### src/rtl/lfu_pkg.sv
package lfu_pkg;
    typedef enum logic [1:0] {
        FS_IDLE,
        FS_REQ,
        FS_FILL,
        FS_DONE
    } fill_state_e;
endpackage

### src/rtl/lfu_miss_entry.sv
// Single miss-tracking entry: physical line address and demanded chunk.
module lfu_miss_entry #(
    parameter int LINE_W = 34,
    parameter int IDX_W  = 3
) (
    input  logic              clk,
    input  logic              rst_n,
    input  logic              load,
    input  logic [LINE_W-1:0] line_in,
    input  logic [IDX_W-1:0]  beat_in,
    output logic [LINE_W-1:0] line_q,
    output logic [IDX_W-1:0]  beat_q
);
    always_ff @(posedge clk) begin
        if (!rst_n) begin
            line_q <= '0;
            beat_q <= '0;
        end else if (load) begin
            line_q <= line_in;
            beat_q <= beat_in;
        end
    end
endmodule

### src/rtl/lfu_beat_seq.sv
// Counts accepted beats and maps beat k to chunk (start + k) mod BEATS.
module lfu_beat_seq #(
    parameter int BEATS = 8,
    parameter int IDX_W = 3
) (
    input  logic             clk,
    input  logic             rst_n,
    input  logic             clear,
    input  logic             step,
    input  logic [IDX_W-1:0] start,
    output logic [IDX_W-1:0] idx,
    output logic             first,
    output logic             last
);
    localparam logic [IDX_W:0]   NBEATS   = (IDX_W+1)'(BEATS);
    localparam logic [IDX_W-1:0] LAST_CNT = IDX_W'(BEATS - 1);

    logic [IDX_W-1:0] cnt;
    logic [IDX_W:0]   sum;

    always_ff @(posedge clk) begin
        if (!rst_n || clear) begin
            cnt <= '0;
        end else if (step) begin
            cnt <= last ? '0 : cnt + 1'b1;
        end
    end

    always_comb begin
        sum = {1'b0, start} + {1'b0, cnt};
        if (sum >= NBEATS) begin
            sum = sum - NBEATS;
        end
        idx   = sum[IDX_W-1:0];
        first = (cnt == '0);
        last  = (cnt == LAST_CNT);
    end
endmodule

### src/rtl/lfu_fill_ctrl.sv
// Fill controller: idle -> request -> fill -> done.
module lfu_fill_ctrl
    import lfu_pkg::*;
(
    input  logic clk,
    input  logic rst_n,
    input  logic miss_valid,
    input  logic mreq_ready,
    input  logic mbeat_valid,
    input  logic last_beat,
    output logic miss_ready,
    output logic entry_load,
    output logic mreq_valid,
    output logic mbeat_ready,
    output logic beat_take,
    output logic fill_done
);
    fill_state_e state_q, state_d;

    always_ff @(posedge clk) begin
        if (!rst_n) begin
            state_q <= FS_IDLE;
        end else begin
            state_q <= state_d;
        end
    end

    always_comb begin
        state_d = state_q;
        unique case (state_q)
            FS_IDLE: if (miss_valid)              state_d = FS_REQ;
            FS_REQ:  if (mreq_ready)              state_d = FS_FILL;
            FS_FILL: if (mbeat_valid && last_beat) state_d = FS_DONE;
            FS_DONE:                              state_d = FS_IDLE;
            default:                              state_d = FS_IDLE;
        endcase
    end

    always_comb begin
        miss_ready  = 1'b0;
        mreq_valid  = 1'b0;
        mbeat_ready = 1'b0;
        fill_done   = 1'b0;
        unique case (state_q)
            FS_IDLE: miss_ready  = 1'b1;
            FS_REQ:  mreq_valid  = 1'b1;
            FS_FILL: mbeat_ready = 1'b1;
            FS_DONE: fill_done   = 1'b1;
            default: ;
        endcase
        entry_load = miss_ready && miss_valid;
        beat_take  = mbeat_ready && mbeat_valid;
    end
endmodule

### src/rtl/line_fill_unit.sv
// Critical-word-first line fill: wrapping burst, first beat forwarded.
module line_fill_unit #(
    parameter int ADDR_W = 40,
    parameter int DATA_W = 64,
    parameter int BEATS  = 8
) (
    input  logic                                             clk,
    input  logic                                             rst_n,
    input  logic                                             miss_valid,
    output logic                                             miss_ready,
    input  logic [ADDR_W-$clog2(BEATS*DATA_W/8)-1:0]         miss_line,
    input  logic [$clog2(BEATS)-1:0]                         miss_beat,
    output logic                                             mreq_valid,
    input  logic                                             mreq_ready,
    output logic [ADDR_W-$clog2(BEATS*DATA_W/8)-1:0]         mreq_line,
    output logic [$clog2(BEATS)-1:0]                         mreq_start_beat,
    input  logic                                             mbeat_valid,
    output logic                                             mbeat_ready,
    input  logic [DATA_W-1:0]                                mbeat_data,
    output logic                                             ld_ret_valid,
    output logic [DATA_W-1:0]                                ld_ret_data,
    output logic                                             wr_en,
    output logic [$clog2(BEATS)-1:0]                         wr_idx,
    output logic [DATA_W-1:0]                                wr_data,
    output logic                                             line_valid,
    output logic [ADDR_W-$clog2(BEATS*DATA_W/8)-1:0]         line_tag
);
    localparam int LINE_BYTES = BEATS * DATA_W / 8;
    localparam int IDX_W      = $clog2(BEATS);
    localparam int LINE_W     = ADDR_W - $clog2(LINE_BYTES);

    logic              entry_load;
    logic              beat_take;
    logic              first_beat;
    logic              last_beat;
    logic              fill_done;
    logic [LINE_W-1:0] ent_line;
    logic [IDX_W-1:0]  ent_beat;
    logic [IDX_W-1:0]  chunk_idx;

    lfu_miss_entry #(.LINE_W(LINE_W), .IDX_W(IDX_W)) u_entry (
        .clk     (clk),
        .rst_n   (rst_n),
        .load    (entry_load),
        .line_in (miss_line),
        .beat_in (miss_beat),
        .line_q  (ent_line),
        .beat_q  (ent_beat)
    );

    lfu_beat_seq #(.BEATS(BEATS), .IDX_W(IDX_W)) u_seq (
        .clk   (clk),
        .rst_n (rst_n),
        .clear (entry_load),
        .step  (beat_take),
        .start (ent_beat),
        .idx   (chunk_idx),
        .first (first_beat),
        .last  (last_beat)
    );

    lfu_fill_ctrl u_ctrl (
        .clk         (clk),
        .rst_n       (rst_n),
        .miss_valid  (miss_valid),
        .mreq_ready  (mreq_ready),
        .mbeat_valid (mbeat_valid),
        .last_beat   (last_beat),
        .miss_ready  (miss_ready),
        .entry_load  (entry_load),
        .mreq_valid  (mreq_valid),
        .mbeat_ready (mbeat_ready),
        .beat_take   (beat_take),
        .fill_done   (fill_done)
    );

    always_comb begin
        mreq_line       = ent_line;
        mreq_start_beat = ent_beat;
        wr_en           = beat_take;
        wr_idx          = chunk_idx;
        wr_data         = mbeat_data;
        ld_ret_valid    = beat_take && first_beat;
        ld_ret_data     = mbeat_data;
        line_valid      = fill_done;
        line_tag        = ent_line;
    end
endmodule

### config.mk
export PLATFORM = sky130hd
export DESIGN_NAME = line_fill_unit
export DESIGN_NICKNAME = d
export VERILOG_FILES = /design/src/rtl/lfu_pkg.sv /design/src/rtl/lfu_miss_entry.sv /design/src/rtl/lfu_beat_seq.sv /design/src/rtl/lfu_fill_ctrl.sv /design/src/rtl/line_fill_unit.sv
export SDC_FILE = /design/constraint.sdc
export NUM_CORES = 1
export LEC_CHECK = 0
export BUFFER_PORTS_ARGS = -buffer_cell sky130_fd_sc_hd__buf_2
export CORE_AREA = 4 4 120 122
export CTS_BUF_LIST = sky130_fd_sc_hd__clkbuf_16
export CTS_CLUSTER_DIAMETER = 50
export DETAILED_ROUTE_END_ITERATION = 16
export DIE_AREA = 0 0 124 126
export SLEW_MARGIN = 15
export SYNTH_ARGS = -nofsm -noshare
export SYNTH_HDL_FRONTEND = slang
export SYNTH_SLANG_ARGS = --single-unit
### constraint.sdc
create_clock -name clk -period 3.8 [get_ports clk]
set_input_delay 0.38 -clock clk [delete_from_list [all_inputs] [get_ports clk]]
set_output_delay 0.38 -clock clk [all_outputs]
set_load 0.01 [all_outputs]
# After elaboration in Yosys (flattened, before gate mapping)
# Index checks and enable logic that the tools add are counted.
# totals
inputBits	106
wordCells	34
reg_bits	42
out_inout_bits	208
# classes
reduce_logical	9
n_lt_le_gt_ge	1
n_addsub	3
muxes	10
eq_ne	7
# ops
op	count
2-bit one-hot mux with 4 select lines	1
2-bit two-way mux	3
3-bit two-way mux	2
3-bit by 3-bit adder with 4-bit output	1
2-bit == test (second input constant)	2
4-bit >= comparator (second input constant)	1
1-bit logical AND	4
1-bit two-way mux	4
2-bit inequality test (second input constant)	2
3-bit by 1-bit adder with 3-bit output (second input constant)	1
3-bit == test (second input constant)	1
3-bit logical NOT	1
3-bit AND reduction	1
3-bit by 1-bit subtractor with 3-bit output (second input constant)	1
2-bit by 1-bit == test with 1-bit output (second input constant)	1
2-bit logical NOT	1
2-bit by 1-bit inequality test with 1-bit output (second input constant)	1
1-bit logical NOT	1
1-bit logical OR	1

# Logic depth before layout (Yosys ltp)
# logic_depth
word_depth	4
ltp_mapped	7
ltp_nobuf	5

# By module
# Synthesis repeated with hierarchy kept, for this count alone.
# unflattened
cells_unflattened	327
area_unflattened_um2	3071.7
# modules_own_cells
module	cells_per_inst	instances	area_each_um2	seq_area_each_um2
lfu_miss_entry	118	1	1425.1	740.7
line_fill_unit	163	1	1222.4	0.0
lfu_beat_seq	25	1	235.2	60.1
lfu_fill_ctrl	21	1	188.9	40.0

# Worst setup path after synthesis
# Ideal clock, no wire load.
# synth_path
kind	register to output
from	register u_entry.beat_q[0]
to	output wr_idx[2]
path_stages_with_launch	5
path_slack_ns	2.132
arrival_ns	1.288
path_buffers	0
required_ns	3.420
cell_sequence	dfxtp_1 -> ha_1 -> fa_1 -> xnor2_1 -> xnor2_1
# synth_between
elab_chain_len	3
word_cells_on_any_way	4
classes_between	add/sub: 2; order compare: 1; mux: 1
# synth_lines
item	line	source
start: declaration	lfu_miss_entry.sv:12	output logic [IDX_W-1:0] beat_q
start signal: assignment	lfu_miss_entry.sv:20	beat_q <= beat_in;
3-bit by 3-bit adder with 4-bit output (*)	lfu_beat_seq.sv:30	sum = {1'b0, start} + {1'b0, cnt};
4-bit >= comparator or 3-bit by 1-bit subtractor with 3-bit output (tied branches)	lfu_beat_seq.sv:31, lfu_beat_seq.sv:32	
3-bit two-way mux (*)	lfu_beat_seq.sv:31	if (sum >= NBEATS) begin
end: declaration	line_fill_unit.sv:23	output logic [$clog2(BEATS)-1:0] wr_idx,
# Every way passes the cells marked *; elsewhere a longest branch is shown, timed or not.

# Worst setup path in the final report
# layout_path
from	register u_seq.cnt[0]
to	output wr_idx[2]
# layout_between
elab_chain_len	3
word_cells_on_any_way	4
classes_between	add/sub: 2; order compare: 1; mux: 1
# layout_lines
item	line	source
start: declaration	lfu_beat_seq.sv:18	logic [IDX_W-1:0] cnt;
start signal: assignment	lfu_beat_seq.sv:25	cnt <= last ? '0 : cnt + 1'b1;
3-bit by 3-bit adder with 4-bit output (*)	lfu_beat_seq.sv:30	
4-bit >= comparator or 3-bit by 1-bit subtractor with 3-bit output (tied branches)	lfu_beat_seq.sv:31, lfu_beat_seq.sv:32	
3-bit two-way mux (*)	lfu_beat_seq.sv:31	
# Marks and branches as above.

==> results.md <==
* Status: complete, no violations
* Core Box Area at approximately 13000 um2
* Clock power frac at 0.264
* Layout area overhead at -11.2%
* 1st-pass router iterations at 4
* Setup crit end kind: output port
* Number of max-cap violations at 0
* Final WL at 6.27 mm
* Worst-Margin Slew at 736 ps
* Min Hold Slack at 337 ps
* Hold Crit Class: in -> reg
* Endpoints failing setup at 0
* Compound-Gate Fraction of Synth Area at 0.106
* Post-synthesis area per instance at ~8 um2
* Final period util at 0.566
* Worst EP arrival at roughly 1800 ps
* Antenna Cells at 0
* Sw Share at 0.356
* Met1 Wirelength at 2.15 mm
* Normalized max-slew margin at 0.509
* Peak Freq at around 0.46 GHz
* Worst-Skew Late Latency at 280 ps
* Total CTS buffers at 5
* Hold Buf Count CTS at 0
* Post-route minimum period at roughly 2200 ps
* Largest net degree at the start of global routing at 42
* Routability congestion estimate at 0.698
* Post-CTS resize count at 0
* YS warnings at 0
* First-pass GRT wire length at 9.11 mm
* DRC viols at 0
* Commonest non-fill, non-tap cell in the layout: buf_2
* Combinational power share at 0.348
* Most common cell on crit path: xnor2_1
* Met3 WL post-DR at between 800 and 900 um
* CP Class: reg -> out
* Post-synth ARST share at 0
* Hpwl dp at around 4.8 mm
* Die Width at 124 um
* Dominant synthesized flop cell: dfxtp_1
* Unrepaired setup endpoints after global routing: no
* CP delay by family, top: adder cells
* Post-Synthesis Cells at 368
* Net count, final at 439
* Inst Count DP at between 400 and 500
* IO Count at ~310
* CP peak stage delay at 390 ps
* Synth Net Count at 484
* Crit path required time at 3420 ps
* H-tree depth at 2
* Worst path cell trace: ha_1 -> fa_1 -> xnor2_1 -> xnor2_1 -> buf_2
* Number of core rows at 42
* Die area at 15600 um2
* Grt ovf at 0
* Clock sink count at 42
* FILL cells at 1472
* Post-Synth XOR/XNOR Area at 0.00583
* Sequential Power Share at 0.388
* Total global-route track usage at 0.0766
* I/O Buffers at 121
* EDFF count, synth at 0
* Largest family of logic cells by synthesized area: buffers and inverters
* Post-place setup slack at 1920 ps
* Initial antenna violation count at 0
* Synth Register Bits at 42
* Top layer in use: met4
* Slowest-stage cell, CP: fa_1
* Commonest cells after routing, fill and taps aside: 121 x buf_2, 82 x nand2_1, 42 x dfxtp_1, 34 x a21boi_0, 9 x ha_1
* Max-slew violation count at 0
* Skew final at 6.46 ps
* Mapped Area at 3000 um2
* Worst-path fanout max at 5
* Peak supply drop at ~130 uV
* Root Driver: clkbuf_16
* WP buf/inv at 1
* Mux cell area share after synthesis at 0.00666
* Seq. cell area at 841 um2
* Starting DRT DRC Count at 31
* Maximum root-to-sink buffer count at 2
* Area of the multi-input gates at around 840 um2
* Setup_tns at 0 ps
* Net Switching at between 500 and 600 uW
* Clock-pin slew on the worst setup and hold paths at 60 ps
* CTS tree: done
* Cell Pwr Density at 563 nW/um2
* Post-synthesis sequential area ratio at 0.280
* Post-route insts no fill at 498
* Starting density of the core at 0.228
* Post-Synth Adder-Cell Area at 0.0441
* Vias per cell at roughly 3.8
* Synth unique cells at 23
* DIE HEIGHT at about 130 um
* Internal power at a little under 1 mW
* Routed Antenna Nets at 0
* Static leakage at roughly 1.3 nW
* Share of cells above drive strength 1 at 0.404
* Vias in the first global route at 1806
* Final Power at 1.50 mW
* Synth Area in Simple Gates at 0.117
* WL/cell at 12.6 um
* Final WS setup at between 1500 and 2000 ps
* Worst setup SP type: register
* Met2 wire length at 2.91 mm
* Vias at 1883
* Postcts setup bufs at 0
* Hold violation count in the final report at 0
-- power groups by stage --
stage / Sequential (mW) / Clock [mW] / Combinational [mW]
global route: 0.596 / 0.436 / 0.594
CTS: 0.585 / 0.422 / 0.543
global placement: 0.587 / 0 / 0.534
floorplan: 0.628 / 0 / 0.508
detailed placement: 0.595 / 0 / 0.541
finish: 0.583 / 0.397 / 0.522
-- stage by stage --
step,cell area [um2],utilization
2_1_floorplan,3000,-
3_3_place_gp,2540,0.193
3_5_place_dp,2540,0.193
5_1_grt,2670,0.202
6_report,2670,0.202
4_1_cts,2670,0.202
-- worst min-delay path, cell delays in order --
cell and delay, ps:
buf_2 100, nand2_1 50, a21boi_1 50
-- path summary, 6_finish.rpt --
| kind | from | end | slack (ps) | cells after the start |
|---|---|---|---|---|
| max | u_seq.cnt[0] | wr_idx[2] | 1650 | 5 |
| min | miss_line[26] | u_entry.line_q[26] | 340 | 3 |
| max reg2reg | u_ctrl.state_q[1] | u_entry.line_q[16] | 2050 | 5 |
| min reg2reg | u_entry.line_q[26] | u_entry.line_q[26] | 470 | 2 |
-- final cells by class --
class,count,area share
clock buffers,5,0.0469
clock inverters,1,0.00141
inverters,7,0.00985
multi-input cells,145,0.315
flip-flops and latches,42,0.315
well taps,176,0.0825
repair buffers,122,0.230
-- state kept, by name, indices dropped and copies added (netlist names) --
signal / count
u_seq.cnt: 3
u_entry.line_q: 34
u_ctrl.state_q: 2
u_entry.beat_q: 3
-- kinds of logic after synthesis --
logic type,after synthesis
mux,2
simple gates,89
compound gates,42
xor+xnor,2
buf+inv,181
fa+ha+maj,10
flops,42
-- cells in the mapped netlist, types with 2 or more instances --
library cell	count	area share
a21boi_0	34	0.085
a21boi_1	3	0.0075
nand2_1	82	0.10
buf_6	4	0.015
ha_1	9	0.037
dfxtp_1	42	0.28
a21oi_1	2	0.0033
xnor2_1	2	0.0058
clkbuf_1	5	0.0062
nor2_1	2	0.0025
buf_2	2	0.0033
buf_4	163	0.41
mux2i_1	2	0.0067
inv_1	7	0.0087
-- per-layer routing --
metal | up-vias | track usage
li1 | 892 | -
met1 | 840 | 0.0699
met2 | 105 | 0.129
met3 | 46 | 0.0377
met4 | 0 | 0.0580
met5 | - | 0
Note: power is estimated with default switching activity, not from simulation.
